--- src/rtl/busIdlePkg.sv ---
package busIdlePkg;
  typedef enum logic [2:0] {
    S_QUIET = 3'd0,
    S_TI    = 3'd1,
    S_T1    = 3'd2,
    S_T2    = 3'd3,
    S_T3    = 3'd4
  } busState_e;

  typedef struct packed {
    logic load;
    logic idle;
    logic rdOn;
    logic wrOn;
    logic oeOn;
  } busCtl_t;
endpackage

--- src/rtl/busIdleCtrl.sv ---
module busIdleCtrl
  import busIdlePkg::*;
#(
  parameter int AREA_W = 3
) (
  input  logic              clk,
  input  logic              rstN,
  input  logic              cfgWe,
  input  logic [1:0]        cfgWdata,
  output logic [1:0]        cfgRdata,
  input  logic              reqValid,
  input  logic              reqExternal,
  input  logic              reqWrite,
  input  logic [AREA_W-1:0] reqArea,
  input  logic [AREA_W-1:0] curArea,
  input  logic              curWrite,
  input  logic              curThree,
  output logic              reqAccept,
  output busCtl_t           ctl
);
  busState_e state, nextState;
  logic enDiffRead, enWriteAfterRead;
  logic lastState, canTake, needIdle;

  always_ff @(posedge clk or negedge rstN) begin
    if (!rstN) begin
      enDiffRead       <= 1'b1;
      enWriteAfterRead <= 1'b1;
    end else if (cfgWe) begin
      enDiffRead       <= cfgWdata[0];
      enWriteAfterRead <= cfgWdata[1];
    end
  end
  assign cfgRdata = {enWriteAfterRead, enDiffRead};

  always_comb begin
    lastState = (state == S_T3) || (state == S_T2 && !curThree);
    canTake   = (state == S_QUIET) || lastState;
    reqAccept = reqValid && canTake;
    needIdle  = lastState && !curWrite &&
                ((enDiffRead && !reqWrite && (reqArea != curArea)) ||
                 (enWriteAfterRead && reqWrite));
  end

  always_comb begin
    nextState = S_QUIET;
    if (reqAccept) begin
      if (reqExternal) nextState = needIdle ? S_TI : S_T1;
      else             nextState = S_QUIET;
    end else begin
      unique case (state)
        S_TI:    nextState = S_T1;
        S_T1:    nextState = S_T2;
        S_T2:    nextState = curThree ? S_T3 : S_QUIET;
        default: nextState = S_QUIET;
      endcase
    end
  end

  always_ff @(posedge clk or negedge rstN) begin
    if (!rstN) state <= S_QUIET;
    else       state <= nextState;
  end

  always_comb begin
    ctl.load = reqAccept && reqExternal;
    ctl.idle = (state == S_TI);
    ctl.rdOn = (state == S_T2 || state == S_T3) && !curWrite;
    ctl.wrOn = (state == S_T2 || state == S_T3) && curWrite;
    ctl.oeOn = (state == S_T1 || state == S_T2 || state == S_T3) && curWrite;
  end

  // a dead state always hands over to T1
  p_ti_then_t1_r2: assert property (@(posedge clk) disable iff (!rstN)
    state == S_TI |=> state == S_T1);

  // requests are taken only in a quiet or final state
  p_accept_slot_r10: assert property (@(posedge clk) disable iff (!rstN)
    reqAccept |-> (state == S_QUIET || state == S_T3 || (state == S_T2 && !curThree)));

  // same-area read after read never gets a dead state
  p_same_area_r5: assert property (@(posedge clk) disable iff (!rstN)
    (reqAccept && reqExternal && !reqWrite && state != S_QUIET && !curWrite &&
     reqArea == curArea) |=> state != S_TI);

  // starting from a quiet bus never inserts
  p_quiet_start_r8: assert property (@(posedge clk) disable iff (!rstN)
    (reqAccept && state == S_QUIET) |=> state != S_TI);

  // nothing after a write is delayed
  p_after_write_r11: assert property (@(posedge clk) disable iff (!rstN)
    (reqAccept && state != S_QUIET && curWrite) |=> state != S_TI);
endmodule

--- src/rtl/busIdleDp.sv ---
module busIdleDp
  import busIdlePkg::*;
#(
  parameter int AREA_W = 3,
  parameter int ADDR_W = 16,
  parameter int DATA_W = 16
) (
  input  logic              clk,
  input  logic              rstN,
  input  busCtl_t           ctl,
  input  logic              reqWrite,
  input  logic              reqThree,
  input  logic [AREA_W-1:0] reqArea,
  input  logic [ADDR_W-1:0] reqAddr,
  input  logic [DATA_W-1:0] reqWdata,
  output logic [AREA_W-1:0] curArea,
  output logic              curWrite,
  output logic              curThree,
  output logic [ADDR_W-1:0] busAddr,
  output logic              busRdN,
  output logic              busWrN,
  output logic              busDataOe,
  output logic [DATA_W-1:0] busDataOut,
  output logic              idleFlag
);
  logic [DATA_W-1:0] holdData;

  always_ff @(posedge clk or negedge rstN) begin
    if (!rstN) begin
      curArea  <= '0;
      curWrite <= 1'b0;
      curThree <= 1'b0;
      busAddr  <= '0;
      holdData <= '0;
    end else if (ctl.load) begin
      curArea  <= reqArea;
      curWrite <= reqWrite;
      curThree <= reqThree;
      busAddr  <= reqAddr;
      holdData <= reqWdata;
    end
  end

  always_comb begin
    busRdN     = !ctl.rdOn;
    busWrN     = !ctl.wrOn;
    busDataOe  = ctl.oeOn;
    busDataOut = ctl.oeOn ? holdData : '0;
    idleFlag   = ctl.idle;
  end

  // the dead state is fully quiet on strobes and data
  p_idle_quiet_r4: assert property (@(posedge clk) disable iff (!rstN)
    idleFlag |-> (busRdN && busWrN && !busDataOe));

  // a read strobe never overlaps a data drive
  p_read_no_drive_r9: assert property (@(posedge clk) disable iff (!rstN)
    !busRdN |-> !busDataOe);

  // the two strobes are never low together
  p_one_strobe_r9: assert property (@(posedge clk) disable iff (!rstN)
    busRdN || busWrN);
endmodule

--- src/rtl/busIdleInserter.sv ---
module busIdleInserter
  import busIdlePkg::*;
#(
  parameter int AREA_W = 3,
  parameter int ADDR_W = 16,
  parameter int DATA_W = 16
) (
  input  logic              clk,
  input  logic              rstN,
  input  logic              cfgWe,
  input  logic [1:0]        cfgWdata,
  output logic [1:0]        cfgRdata,
  input  logic              reqValid,
  input  logic              reqExternal,
  input  logic              reqWrite,
  input  logic              reqThree,
  input  logic [AREA_W-1:0] reqArea,
  input  logic [ADDR_W-1:0] reqAddr,
  input  logic [DATA_W-1:0] reqWdata,
  output logic              reqAccept,
  output logic [ADDR_W-1:0] busAddr,
  output logic              busRdN,
  output logic              busWrN,
  output logic              busDataOe,
  output logic [DATA_W-1:0] busDataOut,
  output logic              idleFlag
);
  busCtl_t ctl;
  logic [AREA_W-1:0] curArea;
  logic curWrite, curThree;

  busIdleCtrl #(.AREA_W(AREA_W)) uCtrl (
    .clk(clk), .rstN(rstN),
    .cfgWe(cfgWe), .cfgWdata(cfgWdata), .cfgRdata(cfgRdata),
    .reqValid(reqValid), .reqExternal(reqExternal), .reqWrite(reqWrite),
    .reqArea(reqArea), .curArea(curArea), .curWrite(curWrite),
    .curThree(curThree), .reqAccept(reqAccept), .ctl(ctl)
  );

  busIdleDp #(.AREA_W(AREA_W), .ADDR_W(ADDR_W), .DATA_W(DATA_W)) uDp (
    .clk(clk), .rstN(rstN), .ctl(ctl),
    .reqWrite(reqWrite), .reqThree(reqThree), .reqArea(reqArea),
    .reqAddr(reqAddr), .reqWdata(reqWdata),
    .curArea(curArea), .curWrite(curWrite), .curThree(curThree),
    .busAddr(busAddr), .busRdN(busRdN), .busWrN(busWrN),
    .busDataOe(busDataOe), .busDataOut(busDataOut), .idleFlag(idleFlag)
  );
endmodule

--- config.mk ---
export PLATFORM = sky130hd
export DESIGN_NAME = busIdleInserter
export DESIGN_NICKNAME = d
export VERILOG_FILES = /design/src/rtl/busIdlePkg.sv /design/src/rtl/busIdleCtrl.sv /design/src/rtl/busIdleDp.sv /design/src/rtl/busIdleInserter.sv
export SDC_FILE = /design/constraint.sdc
export NUM_CORES = 1
export LEC_CHECK = 0
export BUFFER_PORTS_ARGS = -buffer_cell sky130_fd_sc_hd__buf_2
export CAP_MARGIN = 5
export CORE_UTILIZATION = 31
export DETAILED_ROUTE_END_ITERATION = 12
export GPL_TIMING_DRIVEN = 0
export SLEW_MARGIN = 20
export SYNTH_ARGS = -nofsm -noshare
export SYNTH_HDL_FRONTEND = slang
export SYNTH_SLANG_ARGS = --single-unit
--- constraint.sdc ---
create_clock -name clk -period 3.4 [get_ports clk]
set_clock_uncertainty 0.05 [all_clocks]
set_input_delay 0.85 -clock clk [delete_from_list [all_inputs] [get_ports clk]]
set_output_delay 0.85 -clock clk [all_outputs]
set_load 0.01 [all_outputs]
## Word-level counts from Yosys, hierarchy flattened

Index checks and enable logic that the tools add are counted.

| storage, ports and cells | value |
|---|---|
| input port bits | 44 |
| register bits after elaboration | 42 |
| output and inout bits | 39 |

| operators by class | value |
|---|---|
| reductions and logical operators | 23 |
| muxes and demuxes | 6 |
| equality and inequality tests | 5 |

Operators by type and width:

| operator | number |
|---|---|
| two-way mux 16 bit | 1 |
| logical AND 1 bit | 11 |
| two-way mux 3 bit | 3 |
| case mux 3 bit (3 select lines) | 1 |
| == test 3 x 2 -> 1 bit, second input constant | 2 |
| logical OR 1 bit | 6 |
| logical NOT 1 bit | 5 |
| == test 3 x 1 -> 1 bit, second input constant | 1 |
| == test 3 bit, second input constant | 1 |
| logical NOT 3 bit | 1 |
| != test 3 bit | 1 |
| two-way mux 2 bit | 1 |

## Longest topological paths before layout

Gate-level depths: netlist of the first run.

| logic depth | value |
|---|---|
| depth after elaboration | 8 |
| depth in mapped cells | 6 |
| gate-level depth less buffers | 4 |

## By module

From an unflattened synthesis of the first run, not the netlist that was laid out.

| unflattened totals | value |
|---|---|
| cells, all modules | 132 |
| area total of the unflattened synthesis | 1991.9 µm² |

Modules (own cells, without submodules):

| module | cells each | sequential area each (µm²) | times used | area an instance (µm²) |
|---|---|---|---|---|
| busIdleDp | 99 | 925.9 | 1 | 1652.8 |
| busIdleCtrl | 33 | 127.6 | 1 | 339.1 |

## Worst setup path before layout of the first run

Ideal clock, no wire load.

| path | value |
|---|---|
| path kind | register -> output |
| start point | reg uCtrl.state[0] |
| end point | out busDataOut[0] |
| buffers on the path | 1 |
| arrival time | 1.463 ns |
| stages on the path, launching flop included | 5 |
| path slack | 1.037 ns |
| cells stage by stage | dfrtp_1 -> or3b_1 -> a21boi_2 -> buf_2 -> and2_1 |

| between the ends | value |
|---|---|
| longest elaborated chain between the ends | 5 |

Ends and longest elaborated chain:

| what | RTL line | text |
|---|---|---|
| start, declared | busIdleCtrl.sv:21 | `busState_e state, nextState;` |
| start signal, assigned | busIdleCtrl.sv:62 | `else state <= nextState;` |
| == test 3 x 2 -> 1 bit | busIdleCtrl.sv:70 | `ctl.oeOn = (state == S_T1 \|\| state == S_T2 \|\| state == S_T3) && curWrite;` |
| logical OR 1 bit | busIdleCtrl.sv:70 |  |
| logical OR 1 bit * | busIdleCtrl.sv:70 |  |
| logical AND 1 bit * | busIdleCtrl.sv:70 |  |
| via busDataOe | busIdleInserter.sv:24 | `output logic busDataOe,` |
| two-way mux 16 bit * | busIdleDp.sv:48 | `busDataOut = ctl.oeOn ? holdData : '0;` |
| end, declared | busIdleInserter.sv:25 | `output logic [DATA_W-1:0] busDataOut,` |

Mark *: on every way through the listed nets, which the timed path passes. The rest lies on a longest branch.

## Final worst setup path of the first run

| path | value |
|---|---|
| start point | reg uCtrl.state[0] |
| end point | out busDataOut[12] |

| between the ends | value |
|---|---|
| longest elaborated chain between the ends | 5 |

Ends and longest elaborated chain:

| what | RTL line |
|---|---|
| == test 3 x 2 -> 1 bit | busIdleCtrl.sv:70 |
| logical OR 1 bit | busIdleCtrl.sv:70 |
| logical OR 1 bit * | busIdleCtrl.sv:70 |
| logical AND 1 bit * | busIdleCtrl.sv:70 |
| two-way mux 16 bit * | busIdleDp.sv:48 |

Every way passes the cells marked *; elsewhere a longest branch is shown, timed or not.

==> results of run 1 <==
## synthesized netlist by cell type, types with 2 or more instances
master / instances
and2_1: 17
nand2_1: 2
buf_12: 3
dfrtp_1: 40
xor2_1: 3
mux2_4: 19
mux2_2: 20
dfstp_2: 2
buf_4: 3
## through the flow
step           hold slack [ns]  cell area [sq um]
3_5_place_dp            0.4388               2445
3_3_place_gp            0.4351               2445
6_report                0.4544               2587
5_1_grt                 0.4645               2587
2_1_floorplan           0.4195               1941
4_1_cts                 0.4551               2587
## layout make-up
class                   instances  area, sq um  share of cell area
plain buffers                   7        87.58             0.03385
clock buffers                   6        82.58             0.03191
clock inverters                 2        60.06             0.02321
inverters                       1        3.754            0.001451
multi-input cells              78        795.8              0.3075
flip-flops and latches         42         1054              0.4072
well taps                      75        93.84             0.03627
repair buffers                 82        410.4              0.1586
## cell families after synthesis
family | after synthesis | share of synthesized area
flip-flops | 42 | 0.5429
multiplexers | 40 | 0.2682
XOR/XNOR | 4 | 0.01806
buffers and inverters | 8 | 0.04706
AND/OR/NAND/NOR | 29 | 0.09994
AO/OA/AOI/OAI | 5 | 0.02386
## flip-flops by register name (all words and copies together), names as in the netlist
| register | cells |
|---|---|
| uDp.curWrite | 1 |
| uCtrl.enDiffRead | 1 |
| uCtrl.state | 3 |
| uDp.curArea | 3 |
| uCtrl.enWriteAfterRead | 1 |
| uDp.busAddr | 16 |
| uDp.curThree | 1 |
| uDp.holdData | 16 |
## report_power, final
group / switching (mW) / internal (mW)
registers: 0.145 / 0.744
clock network: 0.170 / 0.313
logic: 0.381 / 0.560
total: 0.696 / 1.62
## worst register-to-register path, delay by kind of cell (launching register included)
| family | cells | cell delay [ns] |
|---|---|---|
| buffers and inverters | 2 | 0.29 |
| flip-flops | 1 | 0.41 |
| multiplexers | 1 | 0.31 |
| AND/OR/NAND/NOR | 2 | 0.50 |
| AO/OA/AOI/OAI | 1 | 0.14 |
## worst paths after layout
path	startpoint	end	slack (ns)	depth (start not counted)
max	uCtrl.state[0]	busDataOut[12]	0.47	5
min reg2reg	uDp.busAddr[8]	uDp.busAddr[8]	0.45	1
max in group asynchronous	rstN	uDp.holdData[10]	2.08	1
min in group asynchronous	rstN	uDp.busAddr[4]	0.64	1
max reg2reg	uCtrl.state[2]	uDp.holdData[7]	1.59	6
min	uDp.busAddr[8]	uDp.busAddr[8]	0.45	1
## metal layers
layer / vias to the layer above / share of wire
met5: - / 0
met4: 0 / 0.0091
met3: 6 / 0.077
met2: 48 / 0.48
met1: 634 / 0.43
li1: 619 / -
==> run metrics, run 1 <==
run status finished clean; most common cell after layout, fill and taps aside buf_2; top_reg_cell synth dfrtp_1; hold bufs inserted after CTS 0; PortBufs 82; initial antenna violation count 0; Final setup viols 0; routability cong. 0.6975; CP dominant cell by count buf_2; Max-Cap Viols 0; number of fill cells 572; CP max stage delay 0.46 ns; CTS Buf Count 5; Post-synth EDFFs 0; pin count of the biggest net entering global routing 43; largest area contributor in the netlist dfrtp_1; die height 81.12 um; Setup Fix Bufs, Post-CTS 0; FFs w/ async S/R, synth 1.000; ANT nets after route 0; TritonCTS clock tree done; CP endpoint kind output pin; final slew viol count 0; Clock Tree Root clkbuf_8; via count 1,307; H-tree Lvls 2; wire length per cell 12.70 um; met3 usage 0.04607; total die area 6580 sq um; achievable frequency 341.4 MHz; Ports 83; Starting Density 0.3239; fin crit period 2.929 ns; slew of the pin with the lowest slew margin 0.9228 ns; HPWL Detailed 2.751 mm; P&R area growth vs syn 33.33%; grt met2 use 0.1983; Tot Pwr 2.313 mW; Post-CTS Resized 0; syn_area_per_cell 15.16 sq um; fin cells 293; total global-route track usage 0.1245; busiest grt layer met2; critical path's top delay family simple AND/OR/NAND/NOR gates; dpl cells 285; synth warn 0; Routed Wire Length 3.722 mm; fin util 0.4319; CP startpoint kind flip-flop; static leakage 1.286 nW; HP Class reg -> reg; DRC errors left 0; Worst path slowest cell or3b_1; Row Count 28; Final nets 261; Vias/cell 4.461; Mapped Nets 172; GRT met1 Usage 0.1524; number of global-route vias before repair 1,308; Post-Synthesis Cells 128; Fin Setup TNS 0 ns; Max Root-Sink Buffers 2; Slew headroom 0.3848; CORE AREA 5991 sq um; Yosys cell types 28; FF+latch count, synth 42; antenna cells 0; Arr. time, crit path 2.03 ns; global-route wire length before repair 6.003 mm; setup slack after layout 0.4705 ns; Synth area leaders dfrtp_1 52%, mux2_4 15%, mux2_2 12%; Pwr Density 894.1 nW/um^2; Remaining Overflow, GRT 0; Die W 81.12 um; Synth Cell Area 1941 sq um; Reg clk slew, reported paths 0.08 ns; Max FO, Critical Path 10; Initial DRC Count 21; Buf/Inv on CP 2; layout cells sized above 1 0.6560; worst path cell trace or3b_1 -> a21boi_2 -> buf_2 -> and2_1 -> buf_2; most frequent cells in the layout 83 x buf_2, 40 x dfrtp_1, 20 x mux2_2, 19 x mux2_4, 17 x and2_1; VDD IR max 313.1 uV; RSZ-0062 raised after global routing no; sequential share of the synthesized area 0.5429; WS Path Type reg -> out; CTS Sinks 42; router iterations before antenna repair 3; Placement Setup Slack 0.7390 ns; Hold Fails Final Rpt 0; Synth top area share 0.5158; Crit path required time 2.50 ns; worst skew pair latency 0.29 ns; fin crit share 0.8616
(Power assumes the default switching activity.)
==> run 2, diff against run 1 <==
--- a/config.mk
+++ b/config.mk
@@ -7,9 +7,10 @@
 export LEC_CHECK = 0
 export BUFFER_PORTS_ARGS = -buffer_cell sky130_fd_sc_hd__buf_2
 export CAP_MARGIN = 5
-export CORE_UTILIZATION = 31
+export CORE_UTILIZATION = 51
 export DETAILED_ROUTE_END_ITERATION = 12
 export GPL_TIMING_DRIVEN = 0
+export PLACE_DENSITY = 0.85
 export SLEW_MARGIN = 20
 export SYNTH_ARGS = -nofsm -noshare
 export SYNTH_HDL_FRONTEND = slang
==> run metrics, run 2 (same netlist as run 1, synthesis figures left out) <==
ANT nets after route 0; PortBufs 82; Ports 83; GRT met1 Usage 0.2173; Max FO, Critical Path 10; WS Path Type reg -> out; fin area 2524 sq um; Routed Wire Length 3.512 mm; slew of the pin with the lowest slew margin 0.8982 ns; antenna cells 0; grt met2 use 0.3298; Starting Density 0.5301; Buf/Inv on CP 2; global-route wire length before repair 5.796 mm; achievable frequency 339.1 MHz; initial antenna violation count 0; Worst R2R Path Depth 6; pin count of the biggest net entering global routing 43; CP max stage delay 0.47 ns; H-tree Lvls 2; Post-CTS Resized 0; Max Root-Sink Buffers 2; fin cells 265; worst hold slack 0.4487 ns; CTS Sinks 42; number of global-route vias before repair 1,308; Vias/cell 4.857; fin util 0.6893; DRC errors left 0; RSZ-0062 raised after global routing no; Fin Setup TNS 0 ns; routability cong. 0.7760; Final setup viols 0; die height 63.69 um; Hold Fails Final Rpt 0; Crit path required time 2.50 ns; HPWL Detailed 2.660 mm; total global-route track usage 0.1903; fin crit period 2.949 ns; CP dominant cell by count buf_2; CTS Buf Count 5; biggest regs uDp.busAddr: 16 flops, uDp.holdData: 16 flops; area post-placement 2411 sq um; Remaining Overflow, GRT 0; layout cells sized above 1 0.6544; Final nets 261; total die area 4056 sq um; CP startpoint kind flip-flop; CP endpoint kind output pin; static leakage 1.271 nW; VDD IR max 433.6 uV; Placement Setup Slack 0.7463 ns; dpl cells 258; setup slack after layout 0.4506 ns; CORE AREA 3661 sq um; Max-Cap Viols 0; met3 usage 0.06159; Worst Hold Depth 1; worst skew pair latency 0.28 ns; Tot Pwr 2.222 mW; critical path's top delay family simple AND/OR/NAND/NOR gates; Row Count 22; TritonCTS clock tree done; Die W 63.69 um; Pwr Density 880.3 nW/um^2; number of fill cells 284; worst path cell trace or3b_1 -> a21boi_2 -> buf_2 -> and2_1 -> buf_2; final slew viol count 0; Worst path slowest cell or3b_1; Clock Tree Root clkbuf_8; most common cell after layout, fill and taps aside buf_2; most frequent cells in the layout 83 x buf_2, 40 x dfrtp_1, 20 x mux2_2, 19 x mux2_4, 17 x and2_1; wire length per cell 13.25 um; busiest grt layer met2; HP Class reg -> reg; Initial DRC Count 22; Crit path depth 5; run status finished clean; Arr. time, crit path 2.05 ns; via count 1,287; fin crit share 0.8675; Slew headroom 0.4012; P&R area growth vs syn 30.05%; Setup Fix Bufs, Post-CTS 0; router iterations before antenna repair 3; Reg clk slew, reported paths 0.07 ns; hold bufs inserted after CTS 0
## run 2: per-layer routing
| layer | wire length (um) | share of wire |
|---|---|---|
| met2 | 1780 | 0.51 |
| met5 | 0 | 0 |
| met1 | 1482 | 0.42 |
| met4 | 26 | 0.0074 |
| met3 | 224 | 0.064 |
## run 2: worst paths after layout
path	startpoint	to	slack, ns
max	uCtrl.state[0]	busDataOut[4]	0.45
min	uDp.holdData[1]	uDp.holdData[1]	0.45
max reg2reg	uCtrl.state[2]	uDp.curArea[0]	1.58
min reg2reg	uDp.holdData[1]	uDp.holdData[1]	0.45
max in group asynchronous	rstN	uDp.curArea[1]	2.10
min in group asynchronous	rstN	uDp.holdData[13]	0.65
## run 2: layout make-up
class                   count  area, sq um  area share
inverters                   1        3.754    0.001487
flip-flops and latches     42         1054      0.4175
plain buffers               7        87.58     0.03471
well taps                  48        60.06     0.02380
repair buffers             82        410.4      0.1626
clock buffers               6        82.58     0.03272
clock inverters             1        30.03     0.01190
multi-input cells          78        795.8      0.3153
## run 2: where the power goes
group	total, mW	internal, mW	leakage [nW]	switching, mW
registers	0.895	0.745	0.499	0.150
logic	0.940	0.560	0.716	0.380
clock network	0.386	0.235	0.0573	0.152
total	2.22	1.54	1.27	0.682
